--- src/rtl/sb_pkg.sv ---
package sb_pkg;
  typedef enum logic {
    SEL_BINARY = 1'b0,
    SEL_ONEHOT = 1'b1
  } sel_mode_e;

  function automatic int sel_width(input int regs, input sel_mode_e mode);
    if (mode == SEL_ONEHOT) return regs;
    return (regs > 1) ? $clog2(regs) : 1;
  endfunction
endpackage

--- src/rtl/sb_sel_decode.sv ---
module sb_sel_decode
  import sb_pkg::*;
#(
  parameter int        NUM_REGS = 32,
  parameter sel_mode_e SEL_MODE = SEL_BINARY,
  parameter int        SEL_W    = sel_width(NUM_REGS, SEL_MODE)
) (
  input  logic                en_i,
  input  logic [SEL_W-1:0]    sel_i,
  output logic [NUM_REGS-1:0] vec_o
);
  generate
    if (SEL_MODE == SEL_BINARY) begin : g_bin
      localparam logic [NUM_REGS-1:0] ONE = NUM_REGS'(1);
      assign vec_o = en_i ? (ONE << sel_i) : '0;
    end else begin : g_hot
      assign vec_o = en_i ? NUM_REGS'(sel_i) : '0;
    end
  endgenerate
endmodule

--- src/rtl/sb_requester.sv ---
module sb_requester
  import sb_pkg::*;
#(
  parameter int        NUM_REGS = 32,
  parameter sel_mode_e SEL_MODE = SEL_BINARY,
  parameter int        SEL_W    = sel_width(NUM_REGS, SEL_MODE)
) (
  input  logic                clk_i,
  input  logic                rst_ni,
  input  logic                issue_i,
  input  logic                sel_i,
  input  logic                wr_flag_i,
  input  logic [SEL_W-1:0]    dst_i,
  input  logic                busy_i,
  input  logic                wb_en_i,
  input  logic [SEL_W-1:0]    wb_sel_i,
  input  logic                done_i,
  input  logic                res_ok_i,
  output logic [NUM_REGS-1:0] set_vec_o,
  output logic [NUM_REGS-1:0] clr_vec_o
);
  logic             wr_pend_q;
  logic [SEL_W-1:0] dst_q;
  logic             take, set_en, nores;
  logic [NUM_REGS-1:0] wb_vec, nr_vec;

  assign take   = issue_i & sel_i;
  assign set_en = take & wr_flag_i;
  // unit ends without result although a write was expected
  assign nores  = done_i & wr_pend_q & ~res_ok_i;

  always_ff @(posedge clk_i or negedge rst_ni) begin
    if (!rst_ni) begin
      wr_pend_q <= 1'b0;
      dst_q     <= '0;
    end else if (take) begin
      wr_pend_q <= wr_flag_i;
      dst_q     <= dst_i;
    end else if (!busy_i) begin
      wr_pend_q <= 1'b0;
    end
  end

  sb_sel_decode #(.NUM_REGS(NUM_REGS), .SEL_MODE(SEL_MODE), .SEL_W(SEL_W)) u_set_dec (
    .en_i(set_en), .sel_i(dst_i), .vec_o(set_vec_o)
  );

  sb_sel_decode #(.NUM_REGS(NUM_REGS), .SEL_MODE(SEL_MODE), .SEL_W(SEL_W)) u_wb_dec (
    .en_i(wb_en_i), .sel_i(wb_sel_i), .vec_o(wb_vec)
  );

  sb_sel_decode #(.NUM_REGS(NUM_REGS), .SEL_MODE(SEL_MODE), .SEL_W(SEL_W)) u_nr_dec (
    .en_i(nores), .sel_i(dst_q), .vec_o(nr_vec)
  );

  assign clr_vec_o = wb_vec | nr_vec;
endmodule

--- src/rtl/sb_bitvec.sv ---
module sb_bitvec #(
  parameter int NUM_REGS = 32
) (
  input  logic                clk_i,
  input  logic                rst_ni,
  input  logic [NUM_REGS-1:0] set_i,
  input  logic [NUM_REGS-1:0] clr_i,
  input  logic [NUM_REGS-1:0] chk_i,
  output logic [NUM_REGS-1:0] pend_o,
  output logic                hazard_o
);
  logic [NUM_REGS-1:0] pend_q;

  // set applied after clear: a new issue beats a stale writeback
  always_ff @(posedge clk_i or negedge rst_ni) begin
    if (!rst_ni) pend_q <= '0;
    else         pend_q <= (pend_q & ~clr_i) | set_i;
  end

  assign pend_o   = pend_q;
  assign hazard_o = |(pend_q & chk_i);
endmodule

--- src/rtl/wr_hazard_scoreboard.sv ---
module wr_hazard_scoreboard
  import sb_pkg::*;
#(
  parameter int        NUM_REGS = 32,
  parameter int        NUM_REQ  = 4,
  parameter sel_mode_e SEL_MODE = SEL_BINARY,
  localparam int       SEL_W    = sel_width(NUM_REGS, SEL_MODE)
) (
  input  logic                       clk_i,
  input  logic                       rst_ni,
  input  logic [NUM_REQ-1:0]         issue_i,
  input  logic [NUM_REQ-1:0]         sel_i,
  input  logic [NUM_REQ-1:0]         wr_flag_i,
  input  logic [NUM_REQ*SEL_W-1:0]   dst_i,
  input  logic [NUM_REQ-1:0]         busy_i,
  input  logic [NUM_REQ-1:0]         wb_en_i,
  input  logic [NUM_REQ*SEL_W-1:0]   wb_sel_i,
  input  logic [NUM_REQ-1:0]         done_i,
  input  logic [NUM_REQ-1:0]         res_ok_i,
  input  logic [NUM_REGS-1:0]        chk_i,
  output logic [NUM_REGS-1:0]        pend_o,
  output logic                       hazard_o
);
  logic [NUM_REQ-1:0][NUM_REGS-1:0] set_req, clr_req;
  logic [NUM_REGS-1:0]              set_all, clr_all;

  generate
    for (genvar g = 0; g < NUM_REQ; g++) begin : g_req
      sb_requester #(.NUM_REGS(NUM_REGS), .SEL_MODE(SEL_MODE), .SEL_W(SEL_W)) u_req (
        .clk_i     (clk_i),
        .rst_ni    (rst_ni),
        .issue_i   (issue_i[g]),
        .sel_i     (sel_i[g]),
        .wr_flag_i (wr_flag_i[g]),
        .dst_i     (dst_i[g*SEL_W +: SEL_W]),
        .busy_i    (busy_i[g]),
        .wb_en_i   (wb_en_i[g]),
        .wb_sel_i  (wb_sel_i[g*SEL_W +: SEL_W]),
        .done_i    (done_i[g]),
        .res_ok_i  (res_ok_i[g]),
        .set_vec_o (set_req[g]),
        .clr_vec_o (clr_req[g])
      );
    end
  endgenerate

  always_comb begin
    set_all = '0;
    clr_all = '0;
    for (int r = 0; r < NUM_REQ; r++) begin
      set_all |= set_req[r];
      clr_all |= clr_req[r];
    end
  end

  sb_bitvec #(.NUM_REGS(NUM_REGS)) u_bits (
    .clk_i    (clk_i),
    .rst_ni   (rst_ni),
    .set_i    (set_all),
    .clr_i    (clr_all),
    .chk_i    (chk_i),
    .pend_o   (pend_o),
    .hazard_o (hazard_o)
  );
endmodule

--- config.mk ---
export PLATFORM = sky130hd
export DESIGN_NAME = wr_hazard_scoreboard
export DESIGN_NICKNAME = d
export VERILOG_FILES = /design/src/rtl/sb_pkg.sv /design/src/rtl/sb_sel_decode.sv /design/src/rtl/sb_requester.sv /design/src/rtl/sb_bitvec.sv /design/src/rtl/wr_hazard_scoreboard.sv
export SDC_FILE = /design/constraint.sdc
export NUM_CORES = 1
export LEC_CHECK = 0
export ABC_AREA = 0
export CORE_MARGIN = 2
export CORE_UTILIZATION = 52
export CTS_BUF_LIST = sky130_fd_sc_hd__clkbuf_8
export DETAILED_ROUTE_END_ITERATION = 10
export PLACE_DENSITY_LB_ADDON = 0.12
export SLEW_MARGIN = 20
export SYNTH_ARGS = -nofsm -noshare
export SYNTH_HDL_FRONTEND = slang
export SYNTH_SLANG_ARGS = --single-unit
--- constraint.sdc ---
create_clock -name clk_i -period 1.6 [get_ports clk_i]
set_input_delay 0.4 -clock clk_i [delete_from_list [all_inputs] [get_ports clk_i]]
set_output_delay 0.4 -clock clk_i [all_outputs]
set_load 0.05 [all_outputs]
==> load_flow_metrics.sql, run 1 <==
INSERT INTO impl_metrics (metric_group, metric, value, unit) VALUES
('outcome', 'error_line', '[ERROR DPL-0038] Utilization greater than 100%, impossible to legalize', ''),
('placement', 'dp_hpwl', '22490', 'um'),
('yosys', 'syn-instance-count', '695', ''),
('clock_network', 'cts_buffer_depth', '2', ''),
('yosys', 'synth.distinct_cells', '54', ''),
('yosys', 'synth_top_flop_cell', 'sky130_fd_sc_hd__dfrtp_1', ''),
('clock_network', 'numCtsBuffers', '5', ''),
('clock_network', 'clockRootBuffer', 'sky130_fd_sc_hd__clkbuf_8', ''),
('grt', 'pin_count_of_the_biggest_net_entering_global_routing', '33', ''),
('yosys', 'cell_area_after_synthesis', '0.005384', 'mm2'),
('yosys', 'synth_top_area_share', '26.03', '%'),
('yosys', 'number_of_flops_mapped_to_enable_cells_by_yosys', '0', ''),
('floorplan', 'die_height', '105.8', 'um'),
('placement', 'placement.cell_area', '0.008711', 'mm2'),
('timing', 'post_grt_worst_ep', 'hazard_o', ''),
('placement', 'routabilityCongestion', '1.374', ''),
('yosys', 'synthArstFlopShare', '100.0', '%'),
('yosys', 'ys_seq_area_share', '26.03', '%'),
('floorplan', 'pin_count', '135', ''),
('yosys', 'synthesis.nets', '797', ''),
('yosys', 'number_of_warning_messages_in_the_yosys_log', '0', ''),
('yosys', 'synth.avg_cell_area', '7.747', 'um2'),
('yosys', 'synth-seq-cells', '56', ''),
('floorplan', 'die_w', '105.8', 'um'),
('outcome', 'lastStage', 'global routing (5_1_grt)', ''),
('placement', 'portBuffers', '134', ''),
('clock_network', 'cts.htree.levels', '2', ''),
('timing', 'timing.worst_endpoint.kind', 'primary output', ''),
('yosys', 'synth.top_cells.by_area', 'sky130_fd_sc_hd__dfrtp_1 (26%), sky130_fd_sc_hd__o22ai_1 (9.2%), sky130_fd_sc_hd__nand2_1 (5.3%)', ''),
('clock_network', 'cts_sinks', '56', ''),
('outcome', 'run_status', 'aborted with a tool error', ''),
('placement', 'numPlacedInstances', '1146', ''),
('yosys', 'yosys.area.top_type', 'sky130_fd_sc_hd__dfrtp_1', ''),
('floorplan', 'row_count', '37', ''),
('floorplan', 'initial_utilization', '52.86', '%');
-- synthesized netlist by cell type (5+ instances only) --
master and count:
sky130_fd_sc_hd__o31ai_1 10, sky130_fd_sc_hd__clkbuf_1 21, sky130_fd_sc_hd__nand3b_1 6, sky130_fd_sc_hd__nand3_1 37
sky130_fd_sc_hd__a221oi_1 6, sky130_fd_sc_hd__o22ai_1 79, sky130_fd_sc_hd__a22oi_1 36, sky130_fd_sc_hd__nor2_1 68
sky130_fd_sc_hd__o32ai_1 12, sky130_fd_sc_hd__nand4bb_1 7, sky130_fd_sc_hd__nand2b_1 28, sky130_fd_sc_hd__dfrtp_1 56
sky130_fd_sc_hd__nor4b_1 5, sky130_fd_sc_hd__and4b_1 6, sky130_fd_sc_hd__or2_2 7, sky130_fd_sc_hd__buf_2 6
sky130_fd_sc_hd__a311oi_1 5, sky130_fd_sc_hd__nand4b_1 21, sky130_fd_sc_hd__nor3_1 24, sky130_fd_sc_hd__o21ai_0 28
sky130_fd_sc_hd__mux2_2 20, sky130_fd_sc_hd__o221ai_1 7, sky130_fd_sc_hd__nand2_1 76, sky130_fd_sc_hd__nand4_1 15
sky130_fd_sc_hd__nor2b_1 24, sky130_fd_sc_hd__and3_1 7, sky130_fd_sc_hd__a21oi_1 5, sky130_fd_sc_hd__a32oi_1 10
sky130_fd_sc_hd__nor3b_1 6
-- through the flow --
step,worst slack (ns),hold WS [ns],util [%]
CTS,-0.7166,0.4619,91.18
global placement,-0.8056,0.2924,85.53
floorplan,-0.2394,0.1044,-
detailed placement,-0.8400,0.2984,85.53
-- cells by family after synthesis --
| logic type | share of synthesized area [%] |
|---|---|
| flops | 26.03 |
| mux | 4.183 |
| simple gates | 38.67 |
| compound gates | 28.54 |
| buf+inv | 2.580 |
-- timing repair --
action / CTS
setup endpoints to repair: 33
setup buffers: 14
gates resized for setup: 145
hold buffers: 1
endpoints found under the hold margin: 6
pin swaps: 43
==> run 2, diff against run 1 <==
--- a/config.mk
+++ b/config.mk
@@ -7,10 +7,9 @@
 export LEC_CHECK = 0
 export ABC_AREA = 0
 export CORE_MARGIN = 2
-export CORE_UTILIZATION = 52
-export CTS_BUF_LIST = sky130_fd_sc_hd__clkbuf_8
+export CORE_UTILIZATION = 40
 export DETAILED_ROUTE_END_ITERATION = 10
-export PLACE_DENSITY_LB_ADDON = 0.12
+export PLACE_DENSITY_LB_ADDON = 0.15
 export SLEW_MARGIN = 20
 export SYNTH_ARGS = -nofsm -noshare
 export SYNTH_HDL_FRONTEND = slang
==> run 2 against run 1 <==
The flow now finishes, with violations (negative setup slack). Synthesized cell count stayed put. Synthesized area stayed put.
==> load_flow_metrics.sql, run 2 <==
INSERT INTO impl_metrics (metric_group, metric, value, unit) VALUES
('outcome', 'run_status', 'finished, violations left', ''),
('outcome', 'failing_checks', 'negative setup slack', ''),
('yosys', 'synthArstFlopShare', '100.0', '%'),
('worst_setup_path', 'cp-start-kind', 'flip-flop', ''),
('final_layout', 'design.final.nets', '1210', ''),
('yosys', 'synth_most_common_cell', 'sky130_fd_sc_hd__o22ai_1', ''),
('final_layout', 'largest_register_ffs', '32', ''),
('placement', 'placement.setup.worst_slack', '-0.8945', 'ns'),
('floorplan', 'initial_utilization', '40.82', '%'),
('yosys', 'cell_area_after_synthesis', '0.005384', 'mm2'),
('yosys', 'synth_xor_xnor_area_share', '0', '%'),
('routing', 'detail_route.iter0.violations', '1476', ''),
('worst_setup_path', 'crit_arrival', '1.90', 'ns'),
('clock_network', 'numCtsBuffers', '5', ''),
('hold_path', 'hp-class', 'primary input to asynchronous set/reset pin', ''),
('timing', 'timing.setup.tns', '-3.887', 'ns'),
('clock_network', 'cts_tree', 'done', ''),
('yosys', 'synth-simple-area-share', '38.67', '%'),
('timing', 'hold_viol', '0', ''),
('yosys', 'ys_seq_area_share', '26.03', '%'),
('floorplan', 'die_height', '120.0', 'um'),
('grt', 'globalRouteTotalUtil', '44.41', '%'),
('final_layout', 'syn2layout_area_growth', '102.6', '%'),
('clock_network', 'cts.htree.levels', '2', ''),
('worst_setup_path', 'cp_slowest_cell', 'sky130_fd_sc_hd__or4_4', ''),
('power_and_ir_drop', 'pwr_density_cell', '709.7', 'mW/mm2'),
('yosys', 'synth.distinct_cells', '54', ''),
('clock_network', 'cts_hold_buf', '0', ''),
('yosys', 'number_of_flops_mapped_to_enable_cells_by_yosys', '0', ''),
('yosys', 'synth_top_flop_cell', 'sky130_fd_sc_hd__dfrtp_1', ''),
('grt', 'first_global_vias', '8647', ''),
('yosys', 'synth-adder-area-share', '0', '%'),
('yosys', 'syn-instance-count', '695', ''),
('worst_setup_path', 'worstPathRequired', '1.20', 'ns'),
('floorplan', 'die_w', '120.0', 'um'),
('timing', 'ratio_of_final_minimum_period_to_clock_period', '143.7', '%'),
('timing', 'grt_setup_unrepaired', 'true', ''),
('yosys', 'synth-compound-area-share', '28.54', '%'),
('routing', 'drc', '0', ''),
('yosys', 'synth-seq-cells', '56', ''),
('yosys', 'synth.mux.area_fraction', '4.183', '%'),
('worst_setup_path', 'cp_slowest_stage_delay', '0.55', 'ns'),
('routing', 'routed_wirelength', '34900', 'um'),
('routing', 'vias', '8949', ''),
('worst_setup_path', 'critical_path_peak_fanout', '2', ''),
('floorplan', 'dieArea', '0.01440', 'mm2'),
('power_and_ir_drop', 'power.total', '7743', 'uW'),
('timing', 'timing.clock.skew', '0.008577', 'ns'),
('timing', 'worst_slew_margin_rel', '36.48', '%'),
('yosys', 'synthesis.nets', '797', ''),
('clock_network', 'cts_sinks', '56', ''),
('floorplan', 'row_count', '42', ''),
('timing', 'holdWs', '0.08245', 'ns'),
('yosys', 'synth.avg_cell_area', '7.747', 'um2'),
('timing', 'setup_slack', '-0.6998', 'ns'),
('clock_network', 'clock_pin_slew_reported_for_the_worst_setup_and_hold_paths_after_clock_tree_synthesis', '0.08', 'ns'),
('timing', 'fmax', '434.8', 'MHz'),
('grt', 'initial_antenna_violation_count', '1', ''),
('worst_setup_path', 'worst_r2r_path_depth', '6', ''),
('power_and_ir_drop', 'maximum_vdd_drop', '0.5297', 'mV'),
('routing', 'post_drt_wl_per_cell', '27.16', 'um'),
('routing', 'firstDrtPassIters', '6', ''),
('final_layout', 'most_frequent_cells_in_the_layout', 'sky130_fd_sc_hd__buf_4 (257), sky130_fd_sc_hd__o22ai_1 (63), sky130_fd_sc_hd__nand2_1 (60), sky130_fd_sc_hd__nor2_1 (43), sky130_fd_sc_hd__buf_6 (40)', ''),
('worst_setup_path', 'crit_type', 'flip-flop to output pin', ''),
('worst_setup_path', 'list_of_cells_traversed_by_the_critical_path', 'a22oi_1 > nand4_1 > or4_4 > buf_8', ''),
('routing', 'vias_per_cell', '6.964', ''),
('timing', 'final.min_clock_period', '2.300', 'ns'),
('placement', 'numPlacedInstances', '1233', ''),
('clock_network', 'cts_buffer_depth', '2', ''),
('final_layout', 'insertedDiodeCount', '0', ''),
('grt', 'global_route_wire_length_before_repair', '49020', 'um'),
('placement', 'portBuffers', '134', ''),
('placement', 'routabilityCongestion', '1.094', ''),
('yosys', 'synth_top_area_share', '26.03', '%'),
('yosys', 'synth_common_cells', 'sky130_fd_sc_hd__o22ai_1 (79), sky130_fd_sc_hd__nand2_1 (76), sky130_fd_sc_hd__nor2_1 (68)', ''),
('timing', 'setup_violations', '29', ''),
('routing', 'remaining_number_of_nets_flagged_by_the_antenna_check_after_routing', '0', ''),
('final_layout', 'final_layout_size_suffix_gt1_share', '56.18', '%'),
('yosys', 'yosys.area.top_type', 'sky130_fd_sc_hd__dfrtp_1', ''),
('floorplan', 'fp.coreArea', '0.01319', 'mm2'),
('worst_setup_path', 'endpoint_kind', 'output pin', ''),
('run', 'drv.max_cap_violation_count', '0', ''),
('timing', 'final_max_slew_viol_count', '0', ''),
('final_layout', 'mostFrequentLayoutCell', 'sky130_fd_sc_hd__buf_4', ''),
('power_and_ir_drop', 'static-leakage-power', '0.004421', 'uW'),
('clock_network', 'clockRootBuffer', 'sky130_fd_sc_hd__clkbuf_16', ''),
('yosys', 'number_of_warning_messages_in_the_yosys_log', '0', ''),
('placement', 'dp_hpwl', '25110', 'um'),
('timing', 'timing_worst_slew_pin_value', '0.9528', 'ns'),
('yosys', 'main_combinational_cell_family_by_area_after_synthesis', 'simple AND/OR/NAND/NOR gates', ''),
('yosys', 'synth.top_cells.by_area', 'sky130_fd_sc_hd__dfrtp_1 (26%), sky130_fd_sc_hd__o22ai_1 (9.2%), sky130_fd_sc_hd__nand2_1 (5.3%)', ''),
('grt', 'grt.overflow.total', '0', ''),
('clock_network', 'clkLatencyLatePin', '0.31', 'ns'),
('final_layout', 'layoutNonFillerInstCount', '1285', ''),
('grt', 'pin_count_of_the_biggest_net_entering_global_routing', '35', ''),
('floorplan', 'pin_count', '135', '');
==> run 2: cell counts after synthesis <==
No cell type changed its count.
==> run 2: area by class of cell <==
cell class	count	area, um2
Inverter	3	11.26
Tap cell	176	220.2
Sequential cell	56	1436
Clock inverter	2	13.76
Multi-Input combinational cell	606	5104
Timing Repair Buffer	436	3996
Fill cell	811	2280
Clock buffer	6	128.9
==> run 2: timing repair <==
item,4_1_cts,5_1_grt
setup endpoints to repair,33,33
buffers inserted,28,24
pin swaps,87,89
resized for setup,266,180
==> run 2: cell families (layout without fill, tap and decap cells) <==
kind of cell | Yosys count | count (layout)
AND/OR/NAND/NOR | 366 | 366
multiplexers | 20 | 20
AO/OA/AOI/OAI | 220 | 220
flip-flops | 56 | 56
buffers and inverters | 33 | 447
==> run 2: per-stage QoR <==
step / utilization [%] / instance area, um2
detailed placement: 69.38 / 9151
global route: 82.72 / 10910
floorplan: - / 5418
finish: 82.72 / 10910
CTS: 77.65 / 10240
global placement: 69.38 / 9151
==> run 2: report_power, final <==
group	internal [uW]	switching, uW	total (uW)
Sequential	1690	263	1960
Combinational	2190	2410	4590
Clock	589	605	1190
Total	4470	3270	7740
==> run 2: worst max-delay path, delay by kind of cell, from the launching register on <==
| kind | cells | cell delay, ns |
|---|---|---|
| AO/OA/AOI/OAI | 1 | 0.21 |
| buffers and inverters | 1 | 0.17 |
| flip-flops | 1 | 0.42 |
| AND/OR/NAND/NOR | 2 | 0.80 |
==> run 2: final timing paths <==
kind | slack [ns] | start | end
min | 0.08 | rst_ni | u_bits.pend_o[29]
max reg2reg | -0.51 | g_req[3].u_req.wr_pend_q | u_bits.pend_o[11]
min in group clk_i | 0.51 | wr_flag_i[2] | g_req[2].u_req.wr_pend_q
max in group asynchronous | 0.87 | rst_ni | u_bits.pend_o[26]
min reg2reg | 0.60 | g_req[1].u_req.dst_q[4] | g_req[1].u_req.dst_q[4]
max | -0.70 | u_bits.pend_o[0] | hazard_o
==> run 2: layer usage <==
| metal | vias up | global-route usage (%) | routed length [um] |
|---|---|---|---|
| li1 | 3639 | - | - |
| met4 | 0 | 31.54 | 3358 |
| met3 | 317 | 10.98 | 4151 |
| met2 | 875 | 73.33 | 15620 |
| met5 | - | 0 | 0 |
| met1 | 4118 | 49.88 | 11770 |
No activity file was read; power rests on OpenSTA's default activity.
